==> src/rtl/xlat_ctl_pkg.sv <==
package xlat_ctl_pkg;

  localparam int DATA_W = 64;

  typedef enum logic [2:0] {
    OC_NONE  = 3'd0,
    OC_LOCAL = 3'd1,
    OC_HYP   = 3'd2,
    OC_MEM   = 3'd3,
    OC_TRAP  = 3'd4,
    OC_UNDEF = 3'd5
  } outcome_e;

  localparam logic [1:0] ENC_OP0      = 2'b11;
  localparam logic [2:0] ENC_OP1_MAIN = 3'b000;
  localparam logic [2:0] ENC_OP1_HYP  = 3'b101;
  localparam logic [3:0] ENC_CRN      = 4'b0010;
  localparam logic [3:0] ENC_CRM      = 4'b0000;
  localparam logic [2:0] ENC_OP2      = 3'b010;

  localparam logic [5:0]  TRAP_CLASS = 6'h18;
  localparam logic [11:0] SLOT_OFF   = 12'h120;

  localparam logic [2:0] NEST_FULL      = 3'b111;
  localparam logic [2:0] NEST_ALIAS_MEM = 3'b101;

  localparam int LO_GRAN_LSB = 14;
  localparam int HI_GRAN_LSB = 30;
  localparam logic [1:0] LO_GRAN_BAD = 2'b11;
  localparam logic [1:0] LO_GRAN_4K  = 2'b00;
  localparam logic [1:0] HI_GRAN_BAD = 2'b00;
  localparam logic [1:0] HI_GRAN_4K  = 2'b10;

  function automatic logic [DATA_W-1:0] rsv_mask();
    logic [DATA_W-1:0] m;
    m = '0;
    m[63] = 1'b1;
    m[62] = 1'b1;
    m[35] = 1'b1;
    m[6]  = 1'b1;
    return m;
  endfunction

  function automatic logic [DATA_W-1:0] clean_write(input logic [DATA_W-1:0] w);
    logic [DATA_W-1:0] v;
    v = w & ~rsv_mask();
    if (v[LO_GRAN_LSB +: 2] == LO_GRAN_BAD) v[LO_GRAN_LSB +: 2] = LO_GRAN_4K;
    if (v[HI_GRAN_LSB +: 2] == HI_GRAN_BAD) v[HI_GRAN_LSB +: 2] = HI_GRAN_4K;
    return v;
  endfunction

endpackage

==> src/rtl/xlat_ctl_decode.sv <==
module xlat_ctl_decode
  import xlat_ctl_pkg::*;
(
  input  logic       valid,
  input  logic [1:0] op0,
  input  logic [2:0] op1,
  input  logic [3:0] crn,
  input  logic [3:0] crm,
  input  logic [2:0] op2,
  output logic       hit_main,
  output logic       hit_hyp
);
  logic common_ok;

  always_comb begin
    common_ok = valid && (op0 == ENC_OP0) && (crn == ENC_CRN) &&
                (crm == ENC_CRM) && (op2 == ENC_OP2);
    hit_main  = common_ok && (op1 == ENC_OP1_MAIN);
    hit_hyp   = common_ok && (op1 == ENC_OP1_HYP);
  end
endmodule

==> src/rtl/xlat_ctl_policy.sv <==
module xlat_ctl_policy
  import xlat_ctl_pkg::*;
(
  input  logic     clk,
  input  logic     rst_n,
  input  logic     hit_main,
  input  logic     hit_hyp,
  input  logic     is_write,
  input  logic [1:0] el,
  input  logic     hyp_enabled,
  input  logic     hyp_host_mode,
  input  logic     hyp_rd_trap,
  input  logic     hyp_wr_trap,
  input  logic     fg_present,
  input  logic     mon_present,
  input  logic     mon_fg_enable,
  input  logic     fg_rd_trap,
  input  logic     fg_wr_trap,
  input  logic [2:0] nest_mode,
  output outcome_e outcome
);
  logic coarse_hit, fine_gate, fine_hit, nest_full, alias_mem, alias_trap;

  always_comb begin
    coarse_hit = hyp_enabled && (is_write ? hyp_wr_trap : hyp_rd_trap);
    fine_gate  = fg_present && hyp_enabled && (!mon_present || mon_fg_enable);
    fine_hit   = fine_gate && (is_write ? fg_wr_trap : fg_rd_trap);
    nest_full  = (nest_mode == NEST_FULL);
    alias_mem  = (nest_mode == NEST_ALIAS_MEM);
    alias_trap = nest_mode[0];
  end

  always_comb begin
    outcome = OC_NONE;
    if (hit_main) begin
      unique case (el)
        2'd0: outcome = OC_UNDEF;
        2'd1: begin
          if (coarse_hit)      outcome = OC_TRAP;
          else if (fine_hit)   outcome = OC_TRAP;
          else if (nest_full)  outcome = OC_MEM;
          else                 outcome = OC_LOCAL;
        end
        2'd2: outcome = hyp_host_mode ? OC_HYP : OC_LOCAL;
        default: outcome = OC_LOCAL;
      endcase
    end else if (hit_hyp) begin
      unique case (el)
        2'd0: outcome = OC_UNDEF;
        2'd1: begin
          if (alias_mem)       outcome = OC_MEM;
          else if (alias_trap) outcome = OC_TRAP;
          else                 outcome = OC_UNDEF;
        end
        default: outcome = hyp_host_mode ? OC_LOCAL : OC_UNDEF;
      endcase
    end
  end

  assert_el0_undef_R3: assert property (@(posedge clk) disable iff (!rst_n)
    ((hit_main || hit_hyp) && el == 2'd0) |-> outcome == OC_UNDEF);

  assert_miss_silent_R2: assert property (@(posedge clk) disable iff (!rst_n)
    (!hit_main && !hit_hyp) |-> outcome == OC_NONE);

  assert_trap_beats_mem_R6: assert property (@(posedge clk) disable iff (!rst_n)
    (hit_main && el == 2'd1 && coarse_hit && nest_full) |-> outcome == OC_TRAP);

  assert_el3_local_R7: assert property (@(posedge clk) disable iff (!rst_n)
    (hit_main && el == 2'd3) |-> outcome == OC_LOCAL);
endmodule

==> src/rtl/xlat_ctl_store.sv <==
module xlat_ctl_store
  import xlat_ctl_pkg::*;
(
  input  logic              clk,
  input  logic              rst_n,
  input  logic              wr_en,
  input  logic [DATA_W-1:0] wdata,
  output logic [DATA_W-1:0] q
);
  always_ff @(posedge clk) begin
    if (!rst_n)     q <= '0;
    else if (wr_en) q <= clean_write(wdata);
  end

  assert_rsv_zero_R11: assert property (@(posedge clk) disable iff (!rst_n)
    (q & rsv_mask()) == '0);

  assert_lo_gran_legal_R12: assert property (@(posedge clk) disable iff (!rst_n)
    q[LO_GRAN_LSB +: 2] != LO_GRAN_BAD);

  assert_hi_gran_fixed_R12: assert property (@(posedge clk) disable iff (!rst_n)
    wr_en |=> q[HI_GRAN_LSB +: 2] != HI_GRAN_BAD);
endmodule

==> src/rtl/xlat_ctl_sysreg.sv <==
module xlat_ctl_sysreg
  import xlat_ctl_pkg::*;
(
  input  logic        clk,
  input  logic        rst_n,
  input  logic        req_valid,
  input  logic        req_write,
  input  logic [1:0]  req_op0,
  input  logic [2:0]  req_op1,
  input  logic [3:0]  req_crn,
  input  logic [3:0]  req_crm,
  input  logic [2:0]  req_op2,
  input  logic [1:0]  req_el,
  input  logic [63:0] req_wdata,
  input  logic        hyp_enabled,
  input  logic        hyp_host_mode,
  input  logic        hyp_rd_trap,
  input  logic        hyp_wr_trap,
  input  logic        fg_present,
  input  logic        mon_present,
  input  logic        mon_fg_enable,
  input  logic        fg_rd_trap,
  input  logic        fg_wr_trap,
  input  logic [2:0]  nest_mode,
  output logic        rsp_done,
  output logic        rsp_to_hyp_reg,
  output logic        rsp_to_mem,
  output logic        rsp_trap,
  output logic        rsp_undef,
  output logic [63:0] rsp_rdata,
  output logic [5:0]  rsp_syndrome,
  output logic [11:0] rsp_mem_offset
);
  logic              hit_main, hit_hyp;
  outcome_e          outcome;
  logic              local_wr;
  logic [DATA_W-1:0] store_q;

  xlat_ctl_decode u_decode (
    .valid   (req_valid),
    .op0     (req_op0),
    .op1     (req_op1),
    .crn     (req_crn),
    .crm     (req_crm),
    .op2     (req_op2),
    .hit_main(hit_main),
    .hit_hyp (hit_hyp)
  );

  xlat_ctl_policy u_policy (
    .clk          (clk),
    .rst_n        (rst_n),
    .hit_main     (hit_main),
    .hit_hyp      (hit_hyp),
    .is_write     (req_write),
    .el           (req_el),
    .hyp_enabled  (hyp_enabled),
    .hyp_host_mode(hyp_host_mode),
    .hyp_rd_trap  (hyp_rd_trap),
    .hyp_wr_trap  (hyp_wr_trap),
    .fg_present   (fg_present),
    .mon_present  (mon_present),
    .mon_fg_enable(mon_fg_enable),
    .fg_rd_trap   (fg_rd_trap),
    .fg_wr_trap   (fg_wr_trap),
    .nest_mode    (nest_mode),
    .outcome      (outcome)
  );

  assign local_wr = (outcome == OC_LOCAL) && req_write;

  xlat_ctl_store u_store (
    .clk  (clk),
    .rst_n(rst_n),
    .wr_en(local_wr),
    .wdata(req_wdata),
    .q    (store_q)
  );

  always_ff @(posedge clk) begin
    if (!rst_n) begin
      rsp_done       <= 1'b0;
      rsp_to_hyp_reg <= 1'b0;
      rsp_to_mem     <= 1'b0;
      rsp_trap       <= 1'b0;
      rsp_undef      <= 1'b0;
      rsp_rdata      <= '0;
      rsp_syndrome   <= '0;
      rsp_mem_offset <= '0;
    end else begin
      rsp_done       <= (outcome == OC_LOCAL);
      rsp_to_hyp_reg <= (outcome == OC_HYP);
      rsp_to_mem     <= (outcome == OC_MEM);
      rsp_trap       <= (outcome == OC_TRAP);
      rsp_undef      <= (outcome == OC_UNDEF);
      rsp_rdata      <= (outcome == OC_LOCAL && !req_write) ? store_q : '0;
      rsp_syndrome   <= (outcome == OC_TRAP) ? TRAP_CLASS : '0;
      rsp_mem_offset <= (outcome == OC_MEM) ? SLOT_OFF : '0;
    end
  end

  assert_onehot_R10: assert property (@(posedge clk) disable iff (!rst_n)
    $onehot0({rsp_done, rsp_to_hyp_reg, rsp_to_mem, rsp_trap, rsp_undef}));

  assert_rdata_gate_R10: assert property (@(posedge clk) disable iff (!rst_n)
    !rsp_done |-> rsp_rdata == '0);

  assert_trap_class_R4: assert property (@(posedge clk) disable iff (!rst_n)
    rsp_trap |-> rsp_syndrome == 6'h18);

  assert_slot_offset_R6: assert property (@(posedge clk) disable iff (!rst_n)
    rsp_to_mem |-> rsp_mem_offset == 12'h120);

  assert_hold_on_redirect_R13: assert property (@(posedge clk) disable iff (!rst_n)
    (req_valid && req_write && outcome != OC_LOCAL) |=> $stable(store_q));

  assert_host_redirect_R7: assert property (@(posedge clk) disable iff (!rst_n)
    (hit_main && req_el == 2'd2 && hyp_host_mode) |=> rsp_to_hyp_reg);
endmodule

==> config.mk <==
export PLATFORM = sky130hd
export DESIGN_NAME = xlat_ctl_sysreg
export DESIGN_NICKNAME = d
export VERILOG_FILES = /design/src/rtl/xlat_ctl_pkg.sv /design/src/rtl/xlat_ctl_decode.sv /design/src/rtl/xlat_ctl_policy.sv /design/src/rtl/xlat_ctl_store.sv /design/src/rtl/xlat_ctl_sysreg.sv
export SDC_FILE = /design/constraint.sdc
export NUM_CORES = 1
export LEC_CHECK = 0
export ABC_AREA = 1
export BUFFER_PORTS_ARGS = -buffer_cell sky130_fd_sc_hd__clkbuf_2
export CAP_MARGIN = 20
export CORE_MARGIN = 5
export CORE_UTILIZATION = 48
export DETAILED_ROUTE_END_ITERATION = 6
export PLACE_DENSITY = 0.76
export SYNTH_ARGS = -nofsm -noshare
export SYNTH_HDL_FRONTEND = slang
export SYNTH_SLANG_ARGS = --single-unit
==> constraint.sdc <==
create_clock -name clk -period 1.83 [get_ports clk]
set_input_delay 0.0915 -clock clk [delete_from_list [all_inputs] [get_ports clk]]
set_output_delay 0.0915 -clock clk [all_outputs]
set_load 0.03 [all_outputs]
== Yosys cells after proc, flatten, opt, wreduce, memory -nomap -nowiden ==
Index checks and enable logic that the tools add are counted.
W data, S select, Z words.
Word-level totals
  bits in registers: 143
  input port bits: 98
  logic and storage cells: 60
Operators by class
  equality and inequality tests: 14
  mux-type cells: 17
  reduce and logical (&&, ||, !) cells: 20
Operator list (count)
  $mux W3: 6
  $eq A3 B3 Y1 const B: 5
  $logic_and A1 B1 Y1: 12
  $eq A3 B2 Y1 const B: 3
  $mux W9: 1
  $pmux W3 S3: 1
  $mux W2: 4
  $eq A2 B2 Y1 const B: 3
  $pmux W3 S2: 1
  $mux W5: 1
  $eq A4 B2 Y1 const B: 1
  $logic_not A2 Y1: 2
  $logic_not A4 Y1: 1
  $eq A3 B1 Y1 const B: 1
  $logic_not A3 Y1: 1
  $mux W1: 3
  $eq A2 B1 Y1 const B: 1
  $logic_not A1 Y1: 2
  $reduce_and A2 Y1: 1
  $logic_or A1 B1 Y1: 1

== Logic depth before layout (Yosys ltp) ==
  depth in word-level cells: 11
  gate-level depth with buffers: 15
  gate-level depth less buffers: 14

== Modules after synthesis ==
From an unflattened synthesis, not the netlist that was laid out.
Unflattened totals
  cell total of the unflattened synthesis: 563
  area total of the unflattened synthesis: 4657.0 um^2
By module, submodules not included
  xlat_ctl_sysreg: instances 1, cells each 237, area an instance 2302.2 um^2, sequential area each 1381.3 um^2
  xlat_ctl_store: instances 1, cells each 266, area an instance 2095.8 um^2, sequential area each 1201.2 um^2
  xlat_ctl_policy: instances 1, cells each 40, area an instance 177.7 um^2, sequential area each 0.0 um^2
  xlat_ctl_decode: instances 1, cells each 20, area an instance 81.3 um^2, sequential area each 0.0 um^2

== Worst setup path before layout ==
Ideal clock, no wire load.
  path kind: in2reg
  start point: in req_write
  end point: reg u_store.q[0]
  setup time: 0.113 ns
  arrival time: 1.266 ns
  data required time: 1.717 ns
  slack: 0.451 ns
  stages: 11
  path through: or2_1 > nand3_2 > nand3_1 > nand3_1 > nand2_1 > nor2_2 > nand2_2 > buf_6 > buf_6 > nor2_1 > nor2_1
On the way
  longest elaborated chain between the ends: 8
  elaborated cells between the ends (all ways): 10
  those cells by class: eq/ne: 1; mux: 6; reduce/logical: 3
RTL lines
  start, declared: line xlat_ctl_sysreg.sv:7  | input logic req_write,
  $mux W1: line xlat_ctl_policy.sv:27  | fine_hit = fine_gate && (is_write ? fg_wr_trap : fg_rd_trap);
  $logic_and A1 B1 Y1: line xlat_ctl_policy.sv:27
  $mux W3: line xlat_ctl_policy.sv:40  | else if (fine_hit) outcome = OC_TRAP;
  $mux W3: line xlat_ctl_policy.sv:39  | if (coarse_hit) outcome = OC_TRAP;
  $pmux W3 S3: line xlat_ctl_policy.sv:36  | unique case (el)
  $mux W3: line xlat_ctl_policy.sv:35  | if (hit_main) begin
  $eq A3 B1 Y1: line xlat_ctl_sysreg.sv:70  | assign local_wr = (outcome == OC_LOCAL) && req_write;
  $logic_and A1 B1 Y1 (*): line xlat_ctl_sysreg.sv:70
  end signal, assigned: line xlat_ctl_store.sv:12  | else if (wr_en) q <= clean_write(wdata);
  end, declared: line xlat_ctl_store.sv:8  | output logic [DATA_W-1:0] q
Mark *: on every way between the ends. The rest lies on a longest branch, timed or not.
A chain may end at the register's enable or synchronous reset.

== Worst setup path after layout ==
  start point: in req_crn[1]
  end point: reg u_store.q[30]
On the way
  longest elaborated chain between the ends: 9
  elaborated cells between the ends (all ways): 10
  those cells by class: eq/ne: 2; mux: 2; reduce/logical: 6
RTL lines
  start, declared: line xlat_ctl_sysreg.sv:10  | input logic [3:0] req_crn,
  $eq A4 B2 Y1 (*): line xlat_ctl_decode.sv:16  | common_ok = valid && (op0 == ENC_OP0) && (crn == ENC_CRN) &&
  $logic_and A1 B1 Y1 (*) (2 in a row): line xlat_ctl_decode.sv:16
  $logic_and A1 B1 Y1 (*): line xlat_ctl_decode.sv:17  | (crm == ENC_CRM) && (op2 == ENC_OP2);
  $logic_and A1 B1 Y1: line xlat_ctl_decode.sv:19  | hit_hyp = common_ok && (op1 == ENC_OP1_HYP);
  $mux W3: line xlat_ctl_policy.sv:47  | end else if (hit_hyp) begin
  $mux W3 (*): line xlat_ctl_policy.sv:35
  $eq A3 B1 Y1 (*): line xlat_ctl_sysreg.sv:70
  $logic_and A1 B1 Y1 (*): line xlat_ctl_sysreg.sv:70
Marked as above.

==> results.ini <==
[logic_synthesis]
synth_edf_count=0
syn_inst=619
yosysMostFrequentCell=nor2_1
ys.flop_type=dfxtp_1
async_flop_share_pct=0
synthesis.area_sq_mm=0.00465
synth_cell_types=22
synth_seq_area_share_pct=53.9
yosys-top-cells-count=nor2_1 (182), nand2_1 (145), dfxtp_1 (125), inv_1 (75), buf_4 (23)
synth_top_area_cell=dfxtp_1
ys_seq_elements=125
syn_avg_cell_area_sq_um=7.51
netlist.area_leader.share_pct=53.9
synth.area.top_cells=dfxtp_1 (54%), nor2_1 (15%), nand2_1 (12%), inv_1 (6.1%), buf_4 (3.7%)
yosys_warnings=0

[cts]
cts_tree=done
h-tree-depth=4
clkSlewWorstSetupHoldPaths_ns=0.05
cts_inserted_buffers=17
insertion_delay_ns=0.51
cts_resized=0
cts_root_buf=clkbuf_8
clock-sinks=125
clk_path_buf_depth=2

[route]
vias_per_cell=4.37
wire_per_inst_microns=12.1
routed_wl_microns=11900
vias=4329
drc_errors=0
antenna_left=0
dr.first_iter.drc_count=215
first_pass_iters=4

[worst_setup_path]
cp_num_cells=15
critPathBufInv=4
cp_max_fo=21
rrSetupSlack_ns=0.69
endpoint=u_store.q[30]$_SDFFE_PN0P_
critical_path_required_ns=2.28
slowest_delay_ns=0.56
end_kind=flip-flop
criticalPathCategory=input port to flip-flop
startpoint=req_crn[1]
regToRegEndpoint=u_store.q[30]$_SDFFE_PN0P_
path_cells=clkbuf_2 -> inv_1 -> nor2_1 -> nand2_1 -> nor2_1 -> nand3b_1 -> nor2_1 -> nand2_1 -> nand2_2 -> nor2_4 -> nand2_4 -> buf_12 -> nand2_1 -> a21oi_1 -> dlygate4sd3_1
startpoint_type=input port
arrival_ns=2.05
ff2ff_path_depth=3
cp_top_family=simple AND/OR/NAND/NOR gates
worstReg2RegStart=u_store.q[30]$_SDFFE_PN0P_
slowest_stage=dlygate4sd3_1

[place]
placedCellCount=892
place_area_sq_mm=0.00544
port_buffers=162
globalplace.congestion=0.808
pre_cts_ws_ns=0.0505
dp_hpwl_microns=7350

[pwr]
finalPower_mw=6.05
leakage_nw=3.51
p_per_area_mw_per_mm2=909
ir_worst_vdd_v=0.000584

[sta]
final.setup_skew_ns=0.00613
setup_violations=0
finalCritPeriodShare_pct=87.3
worst_slack_ns=0.233
hold_violations=0
rsz0062_at_grt=false
slew_violations=0
fin_tns_setup_ns=0
whs_ns=0.0799
fmax_mhz=626
finalCriticalPeriod_ns=1.60

[status]
status=complete, no violations

[grt]
grt_antenna_before_repair=0
grt_start_max_net_pins=45
grtUsageTotal_pct=20.7
grt_pass1_wl_microns=18900
overflow=0
grt_pass1_vias=4270

[die]
die_x_microns=108
fp-row-count=36
start_util_pct=48.4
ios=185
core_area_sq_mm=0.00959
die_h_microns=108
dieArea_sq_mm=0.0117

[min_path]
min_from=req_wdata[15]
hold_class=input port to flip-flop

[flow_run]
maxCapViolCount=0

[cells_and_area]
drive_above_1_share_pct=27.1
final_core_util_pct=69.4
largest_registers=rsp_rdata: 60 flops, u_store.q: 60 flops
final_area_sq_mm=0.00666
final_cell_count_no_fill=990
nets=943
diodes=0
area_growth_pct=43.3

## final cells by class
class	count	area, sq um
well taps	133	166
clock buffers	20	445
fillers	726	2930
repair buffers	237	1600
flip-flops and latches	125	2500
clock inverters	11	95.1
inverters	77	289
multi-input cells	387	1560
## routing by layer
layer  part of all wire, %  track usage (%)  up-vias
li1                      -                -     2204
met1                    38             21.0     1929
met2                    52             38.7      164
met3                   6.7             5.97       32
met4                   3.0             9.83        0
met5                     0                0        -
## cells by family after synthesis
| kind of cell | share of synthesized area, % |
|---|---|
| AND/OR/NAND/NOR | 31.9 |
| buffers and inverters | 14.0 |
| AO/OA/AOI/OAI | 0.215 |
| other | 0.0807 |
| flip-flops | 53.9 |
## report_power, final
part | switching, mW | total, mW | leakage, nW | internal, mW
registers | 0.00000528 | 2.72 | 1.01 | 2.72
logic | 0.157 | 0.330 | 2.24 | 0.174
clock network | 1.15 | 3.00 | 0.262 | 1.85
## worst min path at each step
stage | end | slack, ns | cells past startpoint
after floorplan | u_store.q[0]$_SDFFE_PN0P_ | 0.23 | 2
after global placement | u_store.q[55]$_SDFFE_PN0P_ | 0.32 | 3
after detailed placement | u_store.q[13]$_SDFFE_PN0P_ | 0.32 | 3
after CTS | u_store.q[15]$_SDFFE_PN0P_ | 0.04 | 6
after global routing | u_store.q[15]$_SDFFE_PN0P_ | 0.08 | 6
final | u_store.q[15]$_SDFFE_PN0P_ | 0.08 | 6
## worst reg2reg max path: stages (launching register included)
cell and delay, ns:
dfxtp_1 0.34, nand2_1 0.06, a21oi_1 0.12, dlygate4sd3_1 0.56
## placed cells by master (no fill, tap or decap), drive strengths merged
master	Yosys	layout
conb	1	18
buf	41	11
clkinvlp	0	3
clkbuf	6	183
a21oi	2	2
nand3b	2	2
clkinv	0	7
nand3	8	8
dlygate4sd3	0	63
nor4	1	1
nor3	3	3
nand2	148	148
bufinv	0	1
nor2	202	202
or2	3	3
inv	77	77
dfxtp	125	125
## what timing repair did
action | CTS | global route
hold buffers | 63 | 0
buffers inserted | 0 | 3
hold endpoints to repair | 61 | 0
setup endpoints to repair | 0 | 1
No activity file was read; power rests on OpenSTA's default activity.
